[config.mk]
export PLATFORM = sky130hd
export DESIGN_NAME = dskw_dma
export DESIGN_NICKNAME = d
export VERILOG_FILES = /design/src/rtl/dskw_pkg.sv /design/src/rtl/dskw_ptr.sv /design/src/rtl/dskw_ctl.sv /design/src/rtl/dskw_dma.sv
export SDC_FILE = /design/constraint.sdc
export NUM_CORES = 1
export LEC_CHECK = 0
export BUFFER_PORTS_ARGS = -buffer_cell sky130_fd_sc_hd__buf_2
export CAP_MARGIN = 5
export CORE_MARGIN = 2
export CORE_UTILIZATION = 40
export DETAILED_ROUTE_END_ITERATION = 8
export HOLD_SLACK_MARGIN = 0.15
export PLACE_DENSITY = 0.77
export REMOVE_ABC_BUFFERS = 1
export SLEW_MARGIN = 20
export SYNTH_ARGS = -nofsm -noshare
export SYNTH_HDL_FRONTEND = slang
export SYNTH_HIERARCHICAL = 1
export SYNTH_SLANG_ARGS = --single-unit
[constraint.sdc]
create_clock -name clk -period 3.23 [get_ports clk]
set_clock_uncertainty 0.2 [all_clocks]
set_input_delay 0.323 -clock clk [delete_from_list [all_inputs] [get_ports clk]]
set_output_delay 0.323 -clock clk [all_outputs]
set_load 0.05 [all_outputs]
[src/rtl/dskw_pkg.sv]
package dskw_pkg;
  localparam int CNT_W  = 14;
  localparam int WORD_W = 16;

  typedef enum logic [1:0] {
    SEL_PTR_HI = 2'd0,
    SEL_PTR_LO = 2'd1,
    SEL_CTRL   = 2'd2
  } reg_sel_e;

  typedef struct packed {
    logic             en;
    logic             to_disk;
    logic [CNT_W-1:0] count;
  } ctl_word_t;

  // Replace one half of a pointer and keep the other half.
  function automatic logic [31:0] merge_half(logic [31:0] cur, logic upper,
                                             logic [WORD_W-1:0] d);
    return upper ? {d, cur[15:0]} : {cur[31:16], d};
  endfunction

  // The channel is armed only if enable is set and there are words left.
  function automatic logic arms(ctl_word_t w);
    return w.en && (w.count != '0);
  endfunction
endpackage

[src/rtl/dskw_ptr.sv]
module dskw_ptr
  import dskw_pkg::*;
#(
  parameter int PTR_W = 32
) (
  input  logic              clk,
  input  logic              rst_n,
  input  logic              ld_hi,
  input  logic              ld_lo,
  input  logic [WORD_W-1:0] d,
  input  logic              step,
  output logic [PTR_W-1:0]  ptr
);
  always_ff @(posedge clk or negedge rst_n) begin
    if (!rst_n)             ptr <= '0;
    else if (ld_hi || ld_lo) ptr <= merge_half(ptr, ld_hi, d);
    else if (step)          ptr <= ptr + 1'b1;
  end


  hi_keeps_lo_chk: assert property (@(posedge clk) disable iff (!rst_n)
    ld_hi |=> ptr[15:0] == $past(ptr[15:0]));

  lo_keeps_hi_chk: assert property (@(posedge clk) disable iff (!rst_n)
    ld_lo |=> ptr[31:16] == $past(ptr[31:16]));
endmodule

[src/rtl/dskw_ctl.sv]
module dskw_ctl
  import dskw_pkg::*;
(
  input  logic              clk,
  input  logic              rst_n,
  input  logic              ld,
  input  logic [WORD_W-1:0] d,
  input  logic              step,
  output logic              busy,
  output logic              to_disk,
  output logic              done
);
  ctl_word_t        w_in;
  logic [CNT_W-1:0] remain;
  logic             last_step;

  assign w_in      = ctl_word_t'(d);
  assign last_step = step && (remain == CNT_W'(1));

  always_ff @(posedge clk or negedge rst_n) begin
    if (!rst_n) begin
      busy    <= 1'b0;
      to_disk <= 1'b0;
      remain  <= '0;
      done    <= 1'b0;
    end else begin
      done <= last_step;
      if (ld) begin
        busy    <= arms(w_in);
        to_disk <= w_in.to_disk;
        remain  <= w_in.count;
      end else if (step) begin
        remain <= remain - 1'b1;
        if (last_step) busy <= 1'b0;
      end
    end
  end


  done_pulse_chk: assert property (@(posedge clk) disable iff (!rst_n)
    done |=> !done);

  idle_load_chk: assert property (@(posedge clk) disable iff (!rst_n)
    (ld && !arms(w_in)) |=> (!busy && !done));

  done_after_busy_chk: assert property (@(posedge clk) disable iff (!rst_n)
    done |-> !busy || $past(ld));
endmodule

[src/rtl/dskw_dma.sv]
module dskw_dma
  import dskw_pkg::*;
#(
  parameter int MEM_AW = 18
) (
  input  logic              clk,
  input  logic              rst_n,
  input  logic              reg_wr,
  input  logic [1:0]        reg_sel,
  input  logic [15:0]       reg_wdata,
  input  logic              slot_offer,
  output logic              slot_taken,
  input  logic [15:0]       rd_word,
  input  logic              rd_valid,
  output logic              rd_ready,
  output logic [15:0]       disk_wdata,
  output logic              disk_wvalid,
  output logic [MEM_AW-1:0] mem_addr,
  output logic              mem_we,
  output logic [15:0]       mem_wdata,
  input  logic [15:0]       mem_rdata,
  output logic              busy,
  output logic              done
);
  localparam int PTR_W = 32;

  logic             ld_hi, ld_lo, ld_ctl;
  logic             xfer, to_disk, word_ready;
  logic [PTR_W-1:0] ptr;

  assign ld_hi  = reg_wr && (reg_sel == SEL_PTR_HI);
  assign ld_lo  = reg_wr && (reg_sel == SEL_PTR_LO);
  assign ld_ctl = reg_wr && (reg_sel == SEL_CTRL);

  // A read needs a word from the disk side. A write always has one.
  assign word_ready = to_disk || rd_valid;
  assign xfer       = busy && slot_offer && !reg_wr && word_ready;

  dskw_ptr #(.PTR_W(PTR_W)) u_ptr (
    .clk(clk), .rst_n(rst_n), .ld_hi(ld_hi), .ld_lo(ld_lo),
    .d(reg_wdata), .step(xfer), .ptr(ptr)
  );

  dskw_ctl u_ctl (
    .clk(clk), .rst_n(rst_n), .ld(ld_ctl), .d(reg_wdata),
    .step(xfer), .busy(busy), .to_disk(to_disk), .done(done)
  );

  assign mem_addr    = ptr[MEM_AW-1:0];
  assign slot_taken  = xfer;
  assign mem_we      = xfer && !to_disk;
  assign mem_wdata   = rd_word;
  assign rd_ready    = xfer && !to_disk;
  assign disk_wvalid = xfer && to_disk;
  assign disk_wdata  = mem_rdata;


  slot_needs_offer_chk: assert property (@(posedge clk) disable iff (!rst_n)
    slot_taken |-> (slot_offer && busy && !reg_wr));

  read_needs_data_chk: assert property (@(posedge clk) disable iff (!rst_n)
    rd_ready |-> rd_valid);

  addr_step_chk: assert property (@(posedge clk) disable iff (!rst_n)
    slot_taken |=> mem_addr == MEM_AW'($past(mem_addr) + 1'b1));

  one_side_chk: assert property (@(posedge clk) disable iff (!rst_n)
    !(mem_we && disk_wvalid));

  idle_no_slot_chk: assert property (@(posedge clk) disable iff (!rst_n)
    !busy |-> !slot_taken);
endmodule

**Word level (Yosys, flattened, before mapping)**

Cells that the tools add are included.

- Register bits: 49

- Add/sub/neg operators: 2
- Equality and inequality tests: 5
- Mux-type cells: 8
- Reductions and logical operators: 22

Operators by type and width:

| kind | count |
|---|---|
| $mux W32 | 3 |
| $add A32 B1 Y32 const B | 1 |
| $mux W14 | 2 |
| $eq A14 B1 Y1 const B | 1 |
| $reduce_bool A14 Y1 | 1 |
| $sub A14 B1 Y14 const B | 1 |
| $logic_and A1 B1 Y1 | 10 |
| $reduce_and A2 Y1 | 3 |
| $reduce_bool A2 Y1 | 3 |
| $mux W1 | 3 |
| $eq A2 B1 Y1 const B | 1 |
| $eq A2 B2 Y1 const B | 1 |
| $logic_not A1 Y1 | 2 |
| $logic_not A2 Y1 | 1 |
| $logic_or A1 B1 Y1 | 2 |
| $ne A2 B1 Y1 const B | 1 |
| $ne A2 B2 Y1 const B | 1 |

**Logic depth before layout (Yosys ltp)**

Gate-level depths: netlist of run 1.

- Word-level depth: 7
- Depth in mapped cells: 8

**Hierarchy**

Netlist of run 1, hierarchy kept.

By module, submodules not included:

| module | times used | cells an instance | area an instance (um^2) |
|---|---|---|---|
| dskw_ptr | 1 | 242 | 2026.9 |
| dskw_ctl | 1 | 99 | 942.2 |
| dskw_dma | 1 | 42 | 322.8 |

**Worst setup path before layout of run 1**

No wires, ideal clock.

- Kind: reg-to-reg
- From: reg u_ctl.busy
- To: reg u_ptr.ptr[23]
- Library setup time: 0.069 ns
- Arrival: 3.192 ns
- Data required time: 2.961 ns
- Slack: -0.232 ns
- Stages on the path, launching flop included: 8
- Path buffers: 1
- Cell sequence: dfrtp_1 nand3b_4 nor2_1 nand2b_1 or4_1 clkbuf_2 or4_1 nand3_1

- Longest elaborated chain between the ends: 5

RTL lines:

| item | RTL line | source |
|---|---|---|
| start: declaration | dskw_ctl.sv:9 | `output logic busy,` |
| start signal: assignment | dskw_ctl.sv:29 | `busy <= arms(w_in);` |
| $logic_and A1 B1 Y1 (3 in series) | dskw_dma.sv:37 | `assign xfer = busy && slot_offer && !reg_wr && word_ready;` |
| net slot_taken | dskw_dma.sv:12 | `output logic slot_taken,` |
| $reduce_bool A2 Y1 (no source line) | - |  |
| $reduce_and A2 Y1 (no source line) | - |  |
| end signal: assignment | dskw_ptr.sv:16 | `else if (ld_hi \|\| ld_lo) ptr <= merge_half(ptr, ld_hi, d);` |
| end signal: assignment | dskw_ptr.sv:17 | `else if (step) ptr <= ptr + 1'b1;` |
| end: declaration | dskw_ptr.sv:12 | `output logic [PTR_W-1:0] ptr` |

The timed path passes the listed nets, and every way through them passes these cells.
A chain may end at the register's enable or synchronous reset.

**Final worst setup path of run 1**

- From: reg u_ctl.busy
- To: reg u_ctl.remain[12]

- Longest elaborated chain between the ends: 4

RTL lines:

| item | RTL line | source |
|---|---|---|
| $logic_and A1 B1 Y1 (3 in series) | dskw_dma.sv:37 |  |
| $reduce_bool A2 Y1 (no source line) | - |  |
| end signal: assignment | dskw_ctl.sv:31 | `remain <= w_in.count;` |
| end signal: assignment | dskw_ctl.sv:33 | `remain <= remain - 1'b1;` |
| end: declaration | dskw_ctl.sv:14 | `logic [CNT_W-1:0] remain;` |

No other way between the ends.

==> out/results.tsv, run 1 <==
metric	value	unit
drt_iter0_drc	157	
area.growth.synth_to_final	11.51	%
max-vdd-ir-drop	0.3456	mV
finalHoldViolations	0	
power_frac_seq	44.6	%
fin_crit	2.495	ns
tightest_slew	0.8032	ns
ioPinCount	111	
powerDensity	554.6	nW/µm²
clkPwrFrac	19.9	%
drv_cap	0	
avgSynthCellArea	8.558	µm²
final_common_cell	buf_2	
rows	28	
antenna_left	0	
startpoint	u_ctl/busy	
cp_top_family	simple AND/OR/NAND/NOR gates	
crit_slowest_cell	or4b_1	
worstPathArrival	2.46	ns
overflow	0	
final_net_count	368	
ctsHtreeMaxLevel	2	
grt_max_degree	36	
core_area	5921	µm²
hold_path_depth	4	
most-common-layout-cells	buf_2 (46), dfrtp_1 (35), o21ai_0 (29)	
startpoint_type	register	
grt_pass1_vias	2008	
drt_wl_total	6636	µm
via_count	2222	
cts_max_path_buffers	2	
crit_fanout	19	
syn_inst	287	
wire_per_inst	17.19	µm
vias_per_cell	5.756	
clkTransAtPathRegs	0.07	ns
dieWidth	82.36	µm
end_kind	register	
cp.depth	7	
ys_warn_count	6	
drt-pass1-iter-count	5	
antenna_found_initial	0	
grt_usage	20.47	%
netlist_area	2456	µm²
final_cells	386	
final_util	46.26	%
path_cells	nand3b_4, nor2_1, buf_4, nor4bb_1, or4b_1, xnor2_1, mux2_2	
max_stage_delay	0.51	ns
leakage	1.115	nW
status	complete, no violations	
cts.sinks	35	
maxSlewViolCount	0	
post_cts_buffers	0	
pwr-share-comb	35.5	%
drc	0	
placedCellCount	361	
max_freq	0.4008	GHz
crit_type	register to register	
start_util	41.48	%
hold_buffers	17	
r2r_cells	7	
hold_path_class	input port to register	
cts_buffers	5	
fillers	542	
drive_gt1_share	21.22	%
p_int	0.8619	mW
period_share	77.25	%
regToRegStartpoint	u_ctl/busy	
io_buffers	46	
cp.required	3.20	ns
relSlewSlack	46.45	%
rsz0062_at_grt	false	
ff_latch_area	875.8	µm²
dieArea	6783	µm²
multiInputGateArea	1235	µm²
grt_pass1_wl	10250	µm
root_buffer	clkbuf_8	
dp_hpwl	4863	µm
diodes	0	
cts_tree	built	
p_sw	0.6571	mW
cp_num_buf_inv	1	
gp_congestion	0.7972	
fin_setup_tns	0	ns
cts_resized	0	
sw_frac_of_total	43.26	%
setup_violations	0	
min-delay-start	reg_sel[0]	
die_h	82.36	µm
power	1.519	mW
clock_latency	0.28	ns
-- per-stage QoR --
stage	setup WS [ns]	cell area (µm²)	hold slack (ns)
finish	0.7349	2739	0.2205
global route	0.5711	2739	0.3036
CTS	0.7491	2739	0.2177
detailed placement	0.6595	2487	0.2536
global placement	0.7801	2487	0.2509
floorplan	-0.3554	2136	-0.1726
-- routing by layer --
layer  vias up  wire length, µm  GRT usage (%)
li1       1044                -              -
met1      1041             2866          27.55
met2       129             3025          29.92
met3         8              668          8.804
met4         0               75          5.000
met5         -                0          3.333
-- tightest hold or removal path, delay by kind of cell --
family | cells | cell delay (ns)
buf+inv | 1 | 0.10
compound gates | 1 | 0.07
simple gates | 2 | 0.17
-- path summary, 6_finish.rpt --
check | to | slack [ns]
setup / recovery | u_ctl/remain[12] | 0.73
hold / removal | u_ptr/ptr[16] | 0.22
setup reg to reg | u_ctl/remain[12] | 0.73
hold reg to reg | u_ptr/ptr[11] | 0.34
max in group asynchronous | u_ptr/ptr[8] | 1.85
min in group asynchronous | u_ptr/ptr[10] | 0.47
-- layout make-up --
class,instances,share of cell area (%)
multi-input cells,194,45.09
flip-flops and latches,35,31.98
repair buffers,66,15.44
clock inverters,1,0.1827
clock buffers,7,2.787
inverters,8,1.096
well taps,75,3.426
-- registers in the layout, summed over array words and instances (netlist names) --
signal,flops
u_ctl/to_disk,1
u_ptr/ptr,18
u_ctl/busy,1
u_ctl/remain,14
u_ctl/done,1
-- power by group through the flow --
stage / Clock, mW / Sequential [mW] / Combinational, mW
finish: 0.302 / 0.677 / 0.540
global placement: 0 / 0.673 / 0.515
CTS: 0.311 / 0.674 / 0.540
global route: 0.331 / 0.696 / 0.588
floorplan: 0 / 0.829 / 0.212
detailed placement: 0 / 0.682 / 0.521
No activity file was read; power rests on OpenSTA's default activity.
==> inputs of run 2 (changes only) <==
--- a/config.mk
+++ b/config.mk
@@ -11,7 +11,7 @@
 export CORE_UTILIZATION = 40
 export DETAILED_ROUTE_END_ITERATION = 8
 export HOLD_SLACK_MARGIN = 0.15
-export PLACE_DENSITY = 0.77
+export PLACE_DENSITY = 0.79
 export REMOVE_ABC_BUFFERS = 1
 export SLEW_MARGIN = 20
 export SYNTH_ARGS = -nofsm -noshare
==> constraint.sdc (replaced) <==
create_clock -name clk -period 2.1 [get_ports clk]
set_clock_uncertainty 0.2 [all_clocks]
set_input_delay 0.21 -clock clk [delete_from_list [all_inputs] [get_ports clk]]
set_output_delay 0.21 -clock clk [all_outputs]
set_load 0.05 [all_outputs]
==> run 2 against run 1 <==
The flow now finishes with violations (setup timing). Combinational power rose by 110%. Via count up 7.7%. Worst setup slack worse by 0.78 ns. Final cell count is 8.0% higher. Core utilization up 5.0 points. Clock power increased by 83%.
==> out/results.tsv, run 2 (synthesis results as in run 1) <==
metric	value	unit	change
status	complete, but fails checks		was complete, no violations
violations	setup timing		
cts_max_path_buffers	2		unchanged
maxSlewViolCount	0		unchanged
leakage	1.289	nW	was 1.115 nW
cts.sinks	35		unchanged
rr_endpoint	u_ctl/remain[12]		unchanged
core_area	5921	µm²	unchanged
dieArea	6783	µm²	unchanged
grt_pass1_vias	2264		was 2008
cts_buffers	5		unchanged
overflow	0		unchanged
fin_hold_ws	0.2108	ns	was 0.2205 ns
drt_iter0_drc	165		was 157
largest_register	u_ptr/ptr		unchanged
via_count	2394		was 2222
period_share	102.1	%	was 77.25%
vias_per_cell	5.741		was 5.756
ioPinCount	111		unchanged
r2r_cells	4		was 7
hold_path_class	input port to register		unchanged
area.growth.synth_to_final	23.48	%	was 11.51%
regToRegStartpoint	u_ctl/remain[6]		was u_ctl/busy
crit_fanout	2		was 19
powerDensity	871.2	nW/µm²	was 554.6 nW/µm²
path_cells	or4_4, or4b_4, xnor2_1, mux2_2		was nand3b_4, nor2_1, buf_4, nor4bb_1, or4b_1, xnor2_1, mux2_2
final_common_cell	buf_2		unchanged
grt_usage	22.38	%	was 20.47%
most-common-layout-cells	buf_2 (46), dfrtp_1 (35), buf_4 (33)		was buf_2 (46), dfrtp_1 (35), o21ai_0 (29)
fin_crit	2.144	ns	was 2.495 ns
drv_cap	0		unchanged
drive_gt1_share	30.41	%	was 21.22%
grt_max_degree	36		unchanged
drc	0		unchanged
dieWidth	82.36	µm	unchanged
diodes	0		unchanged
startpoint	u_ctl/remain[6]		was u_ctl/busy
setup_violations	1		was 0
antenna_left	0		unchanged
fillers	510		was 542
cts_tree	built		unchanged
rsz0062_at_grt	true		was false
grt_pass1_wl	11380	µm	was 10250 µm
max_freq	0.4664	GHz	was 0.4008 GHz
multiInputGateArea	1274	µm²	was 1235 µm²
rows	28		unchanged
ctsHtreeMaxLevel	2		unchanged
drt-pass1-iter-count	4		was 5
cp_top_family	simple AND/OR/NAND/NOR gates		unchanged
relSlewSlack	46.27	%	was 46.45%
tightest_slew	0.8060	ns	was 0.8032 ns
cp.depth	4		was 7
dp_slack	-0.1505	ns	was 0.6595 ns
reg_top3	u_ptr/ptr (18), u_ctl/remain (14)		unchanged
root_buffer	clkbuf_8		unchanged
fin_setup_tns	-0.04397	ns	was 0 ns
endpoint	u_ctl/remain[12]		unchanged
setup_slack	-0.04397	ns	was 0.7349 ns
antenna_found_initial	0		unchanged
max_stage_delay	0.55	ns	was 0.51 ns
crit_type	register to register		unchanged
wire_per_inst	17.51	µm	was 17.19 µm
io_buffers	46		unchanged
max-vdd-ir-drop	0.6742	mV	was 0.3456 mV
start_util	41.48	%	unchanged
drt_wl_total	7303	µm	was 6636 µm
die_h	82.36	µm	unchanged
final_util	51.23	%	was 46.26%
largest_reg_flops	18		unchanged
cp.required	2.08	ns	was 3.20 ns
startpoint_type	register		unchanged
worstPathArrival	2.12	ns	was 2.46 ns
reg2reg_slack	-0.04	ns	was 0.73 ns
final_net_count	399		was 368
ff_latch_area	875.8	µm²	unchanged
crit_slowest_cell	or4_4		was or4b_1
finalHoldViolations	0		unchanged
clock_latency	0.29	ns	was 0.28 ns
gp_congestion	0.8018		was 0.7972
cp_num_buf_inv	0		was 1
power	2.642	mW	was 1.519 mW
dp_hpwl	5201	µm	was 4863 µm
clkTransAtPathRegs	0.07	ns	about the same
end_kind	register		unchanged
run 2: cell types whose count changed in the layout (fill, tap and decap cells not counted), sizes merged:
cell    delta
buf       +31
clkinv     -1
clkbuf     +1
run 2: final cells by class:
type | instances | share of cell area, %
Multi-Input combinational cell | 194 | 42.00
Sequential cell | 35 | 28.88
Timing Repair Buffer | 97 | 21.74
Clock buffer | 8 | 3.300
Tap cell | 75 | 3.094
Inverter | 8 | 0.9901
run 2: how the worst min path moves through the flow:
stage,from,end,slack [ns],depth (start not counted)
after floorplan,rst_n,u_ctl/busy,-0.29,0
after global placement,rst_n,u_ptr/ptr[9],0.14,1
after detailed placement,rst_n,u_ptr/ptr[11],0.14,1
after CTS,reg_sel[1],u_ptr/ptr[16],0.19,5
after global routing,mem_rdata[13],disk_wdata[13],0.22,0
final,reg_sel[0],u_ptr/ptr[16],0.21,5
run 2: worst min-delay path: cells and delay by family:
| kind | cells | cell delay, ns |
|---|---|---|
| buf+inv | 2 | 0.26 |
| simple gates | 2 | 0.12 |
| compound gates | 1 | 0.07 |
run 2: per-stage QoR:
stage | cells | instance area (µm²)
after floorplan | 237 | 2136
after global placement | 390 | 2705
after detailed placement | 390 | 2705
after CTS | 416 | 3013
after global routing | 417 | 3033
final | 417 | 3033
run 2: what timing repair did:
action	CTS	global route
resized for setup	6	3
endpoints found under the hold margin	64	0
pin swaps	3	0
endpoints found under the setup margin	1	8
setup buffers	1	1
hold buffers	17	0
run 2: metal layers:
layer	wire, µm	global-route usage (%)	up-vias	share of wire [%]
li1	-	-	1107	-
met1	3061	27.51	1150	42
met2	3498	34.60	125	48
met3	635	10.22	12	8.7
met4	107	6.833	0	1.5
met5	0	5.000	-	0
run 2: report_power, final:
group          switching, mW  internal (mW)  total [mW]  leakage [nW]
Sequential             0.150          0.819       0.970         0.423
Clock                  0.252          0.299       0.552        0.0515
Combinational          0.703          0.418        1.12         0.814
Total                   1.11           1.54        2.64          1.29
==> inputs of run 3 (changes only) <==
--- a/config.mk
+++ b/config.mk
@@ -5,13 +5,14 @@
 export SDC_FILE = /design/constraint.sdc
 export NUM_CORES = 1
 export LEC_CHECK = 0
-export BUFFER_PORTS_ARGS = -buffer_cell sky130_fd_sc_hd__buf_2
 export CAP_MARGIN = 5
+export CORE_ASPECT_RATIO = 1.2
 export CORE_MARGIN = 2
 export CORE_UTILIZATION = 40
 export DETAILED_ROUTE_END_ITERATION = 8
+export DONT_BUFFER_PORTS = 1
 export HOLD_SLACK_MARGIN = 0.15
-export PLACE_DENSITY = 0.79
+export PLACE_DENSITY = 0.67
 export REMOVE_ABC_BUFFERS = 1
 export SLEW_MARGIN = 20
 export SYNTH_ARGS = -nofsm -noshare
==> run 3 against run 2 <==
Highest routed layer is now met5. Clock-buffer cell count decreased by 2. Worst setup slack better by 0.026 ns. The run still ends with setup timing left. Critical path type unchanged. Cell area unchanged. Sequential cell count stayed put. Combinational power about the same.
==> out/results.tsv, run 3 (synthesis results as in run 1) <==
metric	value	unit	change
placed_cell_area	2633	µm²	was 2705 µm²
grt_usage	22.24	%	was 22.38%
crit_fanout	2		unchanged
rsz0062_at_grt	true		unchanged
largest_reg_flops	18		unchanged
grt_max_degree	36		unchanged
met1_usage	26.80	%	was 27.51%
reg_top3	u_ptr/ptr (18), u_ctl/remain (14)		unchanged
antenna_found_initial	0		unchanged
crit_type	register to register		unchanged
finalHoldViolations	0		unchanged
placedCellCount	368		was 390
clock_latency	0.29	ns	about the same
powerDensity	859.0	nW/µm²	was 871.2 nW/µm²
tightest_slew	0.4891	ns	was 0.8060 ns
overflow	0		unchanged
grt_pass1_wl	11590	µm	was 11380 µm
final_net_count	377		was 399
leakage	1.216	nW	was 1.289 nW
status	complete, but fails checks		unchanged
area.growth.synth_to_final	23.48	%	unchanged
root_buffer	clkbuf_8		unchanged
wire_per_inst	18.35	µm	was 17.51 µm
drt-pass1-iter-count	4		unchanged
relSlewSlack	67.39	%	was 46.27%
max-vdd-ir-drop	0.4472	mV	was 0.6742 mV
power	2.605	mW	was 2.642 mW
cts_tree	built		unchanged
ioPinCount	111		unchanged
maxSlewViolCount	0		unchanged
use_met3	9.081	%	was 10.22%
final_common_cell	buf_4		was buf_2
drt_iter0_drc	138		was 165
drive_gt1_share	26.02	%	was 30.41%
dieWidth	75.53	µm	was 82.36 µm
grt_pass1_vias	2298		was 2264
vias_per_cell	5.671		was 5.741
cts.sinks	35		unchanged
hold_path_class	input port to register		unchanged
reg2reg_slack	-0.02	ns	was -0.04 ns
ctsHtreeMaxLevel	2		unchanged
largest_register	u_ptr/ptr		unchanged
fin_crit	2.118	ns	was 2.144 ns
final_area	3033	µm²	unchanged
cts_buffers	5		unchanged
drt_wl_total	7358	µm	was 7303 µm
end_kind	register		unchanged
clkTransAtPathRegs	0.08	ns	was 0.07 ns
drv_cap	0		unchanged
dieArea	6786	µm²	was 6783 µm²
cp.required	2.08	ns	about the same
most-common-layout-cells	buf_4 (51), dfrtp_1 (33), o21ai_0 (28)		was buf_2 (46), dfrtp_1 (35), buf_4 (33)
core_area	5973	µm²	was 5921 µm²
grt.busiest_layer	met2		unchanged
violations	setup timing		unchanged
setup_slack	-0.01798	ns	was -0.04397 ns
worstPathArrival	2.10	ns	was 2.12 ns
final_util	50.78	%	was 51.23%
io_buffers	0		was 46
dp_hpwl	5242	µm	was 5201 µm
die_h	89.84	µm	was 82.36 µm
startpoint_type	register		unchanged
drc	0		unchanged
start_util	41.12	%	was 41.48%
cts_max_path_buffers	2		unchanged
gp_congestion	0.8611		was 0.8018
rows	31		was 28
antenna_left	0		unchanged
final_cells	401		was 417
diodes	0		unchanged
via_count	2274		was 2394
fillers	565		was 510
grtUsageMet2	35.43	%	was 34.60%
period_share	100.9	%	was 102.1%
setup_violations	1		unchanged
max_freq	0.4721	GHz	was 0.4664 GHz
-- run 3: changes by cell type in the layout (fill, tap and decap cells not counted), sizes merged --
| cell | previous run | this run |
|---|---|---|
| clkinv | 0 | 1 |
| buf | 80 | 54 |
| dlygate4sd3 | 17 | 21 |
| clkbuf | 8 | 6 |
-- run 3: cell type report --
class,instances,area (µm²),area share [%]
repair buffers,75,644.4,21.25
well taps,82,102.6,3.383
multi-input cells,194,1290,42.53
inverters,8,30.03,0.9901
flip-flops and latches,35,878.3,28.96
clock buffers,6,82.58,2.723
clock inverters,1,5.005,0.1650
-- run 3: power breakdown --
part | internal (mW) | switching, mW
Sequential | 0.820 | 0.153
Combinational | 0.436 | 0.683
Clock | 0.258 | 0.255
-- run 3: per-stage QoR --
step	setup slack (ns)	hold WS, ns	TNS (ns)
5_1_grt	-0.07574	0.1982	-0.1735
3_5_place_dp	-0.05355	-0.2848	-0.05355
6_report	-0.01798	0.1662	-0.01798
4_1_cts	-0.01422	0.1674	-0.01422
2_1_floorplan	-1.485	-0.2856	-35.90
3_3_place_gp	-0.001848	-0.2849	-0.001848
-- run 3: repair_timing --
| item | in CTS | in global routing |
|---|---|---|
| setup buffers | 1 | 3 |
| endpoints found under the setup margin | 1 | 14 |
| resized for setup | 4 | 10 |
| pin swaps | 0 | 3 |
| hold buffers | 22 | 0 |
| endpoints found under the hold margin | 69 | 0 |
-- run 3: path summary, 6_finish.rpt --
path / end / from / depth (start not counted)
worst max register to register: u_ctl/remain[12] / u_ctl/remain[6] / 4
worst max-delay path: u_ctl/remain[12] / u_ctl/remain[6] / 4
worst min register to register: u_ptr/ptr[11] / u_ptr/ptr[11] / 1
worst min-delay path: u_ctl/remain[4] / reg_sel[1] / 3
max in group asynchronous: u_ptr/ptr[2] / rst_n / 2
min in group asynchronous: u_ptr/ptr[8] / rst_n / 2
-- run 3: critical path, cell delays in order, from the launching register on --
cell	delay, ns
dfrtp_1	0.39
or4_4	0.54
or4b_4	0.50
xnor2_1	0.13
mux2_2	0.25
-- run 3: per-layer routing --
layer | vias to the layer above | share of wire (%)
met1 | 1071 | 39
met4 | 2 | 2.1
met3 | 18 | 8.3
met5 | - | 0.56
li1 | 1062 | -
met2 | 121 | 50
